--- src/rtl/mesi_snp_pkg.sv ---
package mesi_snp_pkg;

    typedef enum logic [1:0] {
        ST_I = 2'd0,
        ST_S = 2'd1,
        ST_E = 2'd2,
        ST_M = 2'd3
    } mesi_t;

    typedef enum logic [1:0] {
        OP_READ  = 2'd0,
        OP_INV   = 2'd1,
        OP_RDINV = 2'd2,
        OP_NONE  = 2'd3
    } snp_op_t;

    typedef enum logic {
        RK_DATA = 1'b0,
        RK_ACK  = 1'b1
    } rsp_kind_t;

    typedef enum logic [1:0] {
        SQ_IDLE = 2'd0,
        SQ_WB   = 2'd1,
        SQ_DATA = 2'd2,
        SQ_ACK  = 2'd3
    } seq_t;

    // What one accepted snoop has to do
    typedef struct packed {
        logic  go_wb;    // write dirty line to memory first
        logic  go_data;  // send a data reply
        logic  go_ack;   // send an invalidate acknowledgement
        logic  upd;      // change local state
        mesi_t nxt;      // state to change to
    } plan_t;

    function automatic plan_t snoop_plan(snp_op_t op, logic hit, mesi_t st);
        plan_t p;
        p = '0;
        p.nxt = ST_I;
        case (op)
            OP_READ: begin
                if (hit) begin
                    p.go_data = 1'b1;
                    p.go_wb   = (st == ST_M);
                    p.upd     = 1'b1;
                    p.nxt     = ST_S;
                end
            end
            OP_INV: begin
                p.go_ack = 1'b1;
                p.upd    = hit;
            end
            OP_RDINV: begin
                p.go_ack  = 1'b1;
                p.go_data = hit;
                p.upd     = hit;
            end
            default: p = '0;
        endcase
        return p;
    endfunction

endpackage

--- src/rtl/snp_line_store.sv ---
module snp_line_store
    import mesi_snp_pkg::*;
#(
    parameter int SETS   = 8,
    parameter int TAG_W  = 10,
    parameter int LINE_W = 64,
    parameter int IDX_W  = $clog2(SETS)
) (
    input  logic              clk,
    input  logic              rst,
    input  logic [IDX_W-1:0]  lk_idx,
    output logic [TAG_W-1:0]  lk_tag,
    output mesi_t             lk_st,
    output logic [LINE_W-1:0] lk_data,
    input  logic              fill_en,
    input  logic [IDX_W-1:0]  fill_idx,
    input  logic [TAG_W-1:0]  fill_tag,
    input  mesi_t             fill_st,
    input  logic [LINE_W-1:0] fill_data,
    input  logic              upd_en,
    input  logic [IDX_W-1:0]  upd_idx,
    input  mesi_t             upd_st
);

    logic [TAG_W-1:0]  tag_q  [SETS];
    mesi_t             st_q   [SETS];
    logic [LINE_W-1:0] data_q [SETS];

    always_ff @(posedge clk) begin
        for (int s = 0; s < SETS; s++) begin
            if (rst) begin
                st_q[s] <= ST_I;
            end else if (upd_en && upd_idx == IDX_W'(s)) begin
                st_q[s] <= upd_st;   // snoop outcome wins a same-set clash
            end else if (fill_en && fill_idx == IDX_W'(s)) begin
                st_q[s] <= fill_st;
            end
        end
    end

    always_ff @(posedge clk) begin
        for (int s = 0; s < SETS; s++) begin
            if (fill_en && fill_idx == IDX_W'(s)) begin
                tag_q[s]  <= fill_tag;
                data_q[s] <= fill_data;
            end
        end
    end

    assign lk_tag  = tag_q[lk_idx];
    assign lk_st   = st_q[lk_idx];
    assign lk_data = data_q[lk_idx];

endmodule

--- src/rtl/snp_seq.sv ---
module snp_seq
    import mesi_snp_pkg::*;
#(
    parameter int ADDR_W = 16,
    parameter int LINE_W = 64,
    parameter int ID_W   = 2,
    parameter int OFF_W  = 3
) (
    input  logic              clk,
    input  logic              rst,
    input  logic              take,
    input  plan_t             plan,
    input  logic [ID_W-1:0]   req_src,
    input  logic [ADDR_W-1:0] req_addr,
    input  logic [LINE_W-1:0] line_data,
    output logic              idle,
    output logic              wb_valid,
    input  logic              wb_ready,
    output logic [ADDR_W-1:0] wb_addr,
    output logic [LINE_W-1:0] wb_data,
    output logic              rsp_valid,
    input  logic              rsp_ready,
    output logic              rsp_kind,
    output logic [ID_W-1:0]   rsp_dst,
    output logic [ADDR_W-1:0] rsp_addr,
    output logic [LINE_W-1:0] rsp_data
);

    seq_t              state_q;
    logic              ack_q;
    logic [ID_W-1:0]   src_q;
    logic [ADDR_W-1:0] addr_q;
    logic [LINE_W-1:0] data_q;

    always_ff @(posedge clk) begin
        if (rst) begin
            state_q <= SQ_IDLE;
            ack_q   <= 1'b0;
        end else begin
            case (state_q)
                SQ_IDLE: begin
                    if (take) begin
                        ack_q <= plan.go_ack;
                        if (plan.go_wb)        state_q <= SQ_WB;
                        else if (plan.go_data) state_q <= SQ_DATA;
                        else if (plan.go_ack)  state_q <= SQ_ACK;
                    end
                end
                SQ_WB:   if (wb_ready)  state_q <= SQ_DATA;
                SQ_DATA: if (rsp_ready) state_q <= ack_q ? SQ_ACK : SQ_IDLE;
                default: if (rsp_ready) state_q <= SQ_IDLE;
            endcase
        end
    end

    always_ff @(posedge clk) begin
        if (state_q == SQ_IDLE && take) begin
            src_q  <= req_src;
            addr_q <= req_addr;
            data_q <= line_data;
        end
    end

    assign idle      = (state_q == SQ_IDLE);
    assign wb_valid  = (state_q == SQ_WB);
    assign wb_addr   = {addr_q[ADDR_W-1:OFF_W], {OFF_W{1'b0}}};
    assign wb_data   = data_q;
    assign rsp_valid = (state_q == SQ_DATA) || (state_q == SQ_ACK);
    assign rsp_kind  = (state_q == SQ_ACK) ? RK_ACK : RK_DATA;
    assign rsp_dst   = src_q;
    assign rsp_addr  = addr_q;
    assign rsp_data  = (state_q == SQ_ACK) ? '0 : data_q;

endmodule

--- src/rtl/mesi_snoop_unit.sv ---
module mesi_snoop_unit
    import mesi_snp_pkg::*;
#(
    parameter int ADDR_W = 16,
    parameter int LINE_W = 64,
    parameter int SETS   = 8,
    parameter int ID_W   = 2,
    parameter logic [ID_W-1:0] MY_ID = 1,
    localparam int OFF_W = $clog2(LINE_W / 8),
    localparam int IDX_W = $clog2(SETS),
    localparam int TAG_W = ADDR_W - OFF_W - IDX_W
) (
    input  logic                    clk,
    input  logic                    rst,
    input  logic                    snp_valid,
    output logic                    snp_ready,
    input  logic [1:0]              snp_op,
    input  logic [ID_W-1:0]         snp_src,
    input  logic [ADDR_W-1:0]       snp_addr,
    input  logic                    fill_en,
    input  logic [ADDR_W-OFF_W-1:0] fill_line,
    input  logic [1:0]              fill_st,
    input  logic [LINE_W-1:0]       fill_data,
    output logic                    wb_valid,
    input  logic                    wb_ready,
    output logic [ADDR_W-1:0]       wb_addr,
    output logic [LINE_W-1:0]       wb_data,
    output logic                    rsp_valid,
    input  logic                    rsp_ready,
    output logic                    rsp_kind,
    output logic [ID_W-1:0]         rsp_dst,
    output logic [ADDR_W-1:0]       rsp_addr,
    output logic [LINE_W-1:0]       rsp_data
);

    logic              idle;
    logic              take;
    logic              hit;
    logic [IDX_W-1:0]  snp_idx;
    logic [TAG_W-1:0]  snp_tag;
    logic [TAG_W-1:0]  lk_tag;
    mesi_t             lk_st;
    logic [LINE_W-1:0] lk_data;
    plan_t             plan;

    assign snp_idx   = snp_addr[OFF_W +: IDX_W];
    assign snp_tag   = snp_addr[ADDR_W-1 -: TAG_W];
    assign hit       = (lk_st != ST_I) && (lk_tag == snp_tag);
    assign take      = snp_valid && idle && (snp_src != MY_ID);
    assign plan      = snoop_plan(snp_op_t'(snp_op), hit, lk_st);
    assign snp_ready = idle;

    snp_line_store #(
        .SETS   (SETS),
        .TAG_W  (TAG_W),
        .LINE_W (LINE_W),
        .IDX_W  (IDX_W)
    ) u_store (
        .clk       (clk),
        .rst       (rst),
        .lk_idx    (snp_idx),
        .lk_tag    (lk_tag),
        .lk_st     (lk_st),
        .lk_data   (lk_data),
        .fill_en   (fill_en),
        .fill_idx  (fill_line[IDX_W-1:0]),
        .fill_tag  (fill_line[ADDR_W-OFF_W-1 -: TAG_W]),
        .fill_st   (mesi_t'(fill_st)),
        .fill_data (fill_data),
        .upd_en    (take && plan.upd),
        .upd_idx   (snp_idx),
        .upd_st    (plan.nxt)
    );

    snp_seq #(
        .ADDR_W (ADDR_W),
        .LINE_W (LINE_W),
        .ID_W   (ID_W),
        .OFF_W  (OFF_W)
    ) u_seq (
        .clk       (clk),
        .rst       (rst),
        .take      (take),
        .plan      (plan),
        .req_src   (snp_src),
        .req_addr  (snp_addr),
        .line_data (lk_data),
        .idle      (idle),
        .wb_valid  (wb_valid),
        .wb_ready  (wb_ready),
        .wb_addr   (wb_addr),
        .wb_data   (wb_data),
        .rsp_valid (rsp_valid),
        .rsp_ready (rsp_ready),
        .rsp_kind  (rsp_kind),
        .rsp_dst   (rsp_dst),
        .rsp_addr  (rsp_addr),
        .rsp_data  (rsp_data)
    );

endmodule

--- config.mk ---
export PLATFORM = sky130hd
export DESIGN_NAME = mesi_snoop_unit
export DESIGN_NICKNAME = d
export VERILOG_FILES = /design/src/rtl/mesi_snp_pkg.sv /design/src/rtl/snp_line_store.sv /design/src/rtl/snp_seq.sv /design/src/rtl/mesi_snoop_unit.sv
export SDC_FILE = /design/constraint.sdc
export NUM_CORES = 1
export LEC_CHECK = 0
export ABC_CLOCK_PERIOD_IN_PS = 21100
export BUFFER_PORTS_ARGS = -buffer_cell sky130_fd_sc_hd__buf_4
export CAP_MARGIN = 15
export CELL_PAD_IN_SITES_DETAIL_PLACEMENT = 1
export CELL_PAD_IN_SITES_GLOBAL_PLACEMENT = 1
export CORE_MARGIN = 2
export CORE_UTILIZATION = 56
export DETAILED_ROUTE_END_ITERATION = 16
export PLACE_DENSITY_LB_ADDON = 0.1
export SYNTH_ARGS = -nofsm -noshare
export SYNTH_HDL_FRONTEND = slang
export SYNTH_HIERARCHICAL = 1
export SYNTH_SLANG_ARGS = --single-unit
--- constraint.sdc ---
create_clock -name clk -period 21.1 [get_ports clk]
set_input_delay 3.165 -clock clk [delete_from_list [all_inputs] [get_ports clk]]
set_output_delay 3.165 -clock clk [all_outputs]
set_load 0.02 [all_outputs]
==> qor.yml <==
status: "completed"
yosys_warnings: 6
io_pins: 271
initial_utilization: 0.565
post-cts-setup-buffers: 0
die_h_um: 223
path_clk_slew_ns: 0.06
min_path_type: "reg2reg"
slew_violations: 0
dp_cells: 1996
route.met3.wl_mm: 3.11
vdd_ir_drop_max_mv: 0.0706
areaGrowthSynthToFinish_pct: 17.6
min_path_cells: 2
final_common_cell: "edfxtp_1"
final_area_mm2: 0.0315
power_leakage_nw: 10.6
netlist_area_mm2: 0.0268
synthCells: 1161
r2r-start: "u_store/tag_q[7][7]$_DFFE_PP_"
nFillCells: 3769
grt_max_degree: 82
worstHoldEndpoint: "u_seq/ack_q$_SDFFE_PP0P_"
cts_resized: 0
antenna_found_initial: 4
wirelength_met1_mm: 24.2
rows: 80
first_pass_iters: 4
required_ns: 21.42
multiInputGateArea_mm2: 0.00560
syn_avg_cell_area_um2: 23.1
hpwl_mm: 33.6
crit_type: "in2reg"
drc: 0
finClkSkew_ns: 0.0246
cts_buffers: 71
htree_levels: 3
r2r_end: "u_store/st_q[0][0]$_DFFE_PP_"
totalPowerFinal_w: 0.00307
cts_tree: "done"
worst_slew_pin_slew_ns: 1.01
topRoutingLayerUsed: "met5"
stdcell_count: 2120
drt_iter0_markers: 868
rsz0062_at_grt: "no"
path_max_fanout: 81
tns_ns: 0
avgRoutedWirePerCell_um: 28.2
power_density_mw_per_mm2: 97.4
grt-ovfl-total: 0
critPathCaptureType: "register"
grt_pass1_wl_mm: 89.3
postRouteAntennaNets: 0
gp_congestion: 0.718
nets: 1562
drt-vias-per-instance: 6.03
routed_wl_mm: 59.7
worstSkewPairLatency_ns: 0.60
drive_gt1_frac: 0.455
vias: 12778
grt_pass1_vias: 13863
post_dp_cell_area_mm2: 0.0293
clock_sinks: 693
final_cell_mix: "edfxtp_1, buf_4, mux4_2, mux2_2, clkbuf_16"
worstHoldStart: "u_seq/ack_q$_SDFFE_PP0P_"
layout_min_cycle_time_ns: 7.03
arrival_ns: 7.35
final-seq-area_mm2: 0.0208
portBuffers: 267
cts_buffer_depth: 3
startpoint_type: "input port"
fin_crit_sh: 0.333
hold_violations: 0
die_w_um: 223
core_mm2: 0.0474
r2r_cells: 9
r2r_setup_slack_ns: 17.65
cts_hold_buffers: 0
grt_usage: 0.248
die-area_mm2: 0.0496
final-setup-viol-count: 0
fmax_mhz: 142
maxCapViolations: 0
wl_met2_mm: 30.8
cts_root_buf: "clkbuf_16"
max_slew_margin: 0.324
## area by class of cell
cell class / instances / area share
sequential: 693 / 0.659
multi-input combinational: 394 / 0.178
timing repair buffer: 289 / 0.0692
clock buffer: 89 / 0.0598
tap: 615 / 0.0244
clock inverter: 34 / 0.00921
inverter: 5 / 0.000595
antenna: 1 / 0.0000794
## how the worst max path moves through the flow
stage / depth (start not counted) / slack, ns / endpoint / from
detailed placement: 10 / 13.39 / u_store/st_q[0][0]$_DFFE_PP_ / snp_addr[3]
floorplan: 2 / 8.90 / u_store/st_q[0][0]$_DFFE_PP_ / fill_line[2]
global route: 11 / 13.71 / u_store/st_q[0][1]$_DFFE_PP_ / snp_addr[3]
global placement: 10 / 13.51 / u_store/st_q[0][0]$_DFFE_PP_ / snp_addr[3]
CTS: 11 / 14.04 / u_store/st_q[0][0]$_DFFE_PP_ / snp_addr[3]
finish: 10 / 14.07 / u_store/st_q[0][0]$_DFFE_PP_ / snp_addr[3]
## power breakdown
group / switching [W] / total, W / internal, W
Combinational: 0.000149 / 0.000275 / 0.000126
Clock: 0.000496 / 0.00119 / 0.000693
Sequential: 0.0000230 / 0.00161 / 0.00158
## routing by layer
layer / up-vias / track usage
met5: - / 0
met4: 4 / 0.0920
met3: 99 / 0.0410
met2: 416 / 0.418
met1: 6853 / 0.330
li1: 5406 / -
## stage by stage
step	setup WS (ns)	hold slack (ns)	util
floorplan	8.90	0.477	-
finish	14.07	0.540	0.665
detailed placement	13.39	0.561	0.619
global route	13.71	0.581	0.665
global placement	13.51	0.496	0.619
CTS	14.04	0.538	0.664
## critical path: stages
cell,delay [ns]
buf_8,0.60
buf_4,0.70
mux4_2,0.59
mux2_2,0.28
xnor2_1,0.18
nand2_1,0.14
nor4bb_1,0.36
buf_4,0.23
or4b_2,0.67
or3b_2,0.26
## sequential cells by signal (all words and copies together), names as in the netlist
| name | count |
|---|---|
| u_seq/wb_data | 64 |
| u_seq/rsp_dst | 2 |
| u_store/data_q | 512 |
| u_seq/ack_q | 1 |
| u_seq/rsp_addr | 16 |
| u_seq/state_q | 2 |
| u_store/st_q | 16 |
| u_store/tag_q | 80 |
(Power assumes the default switching activity.)
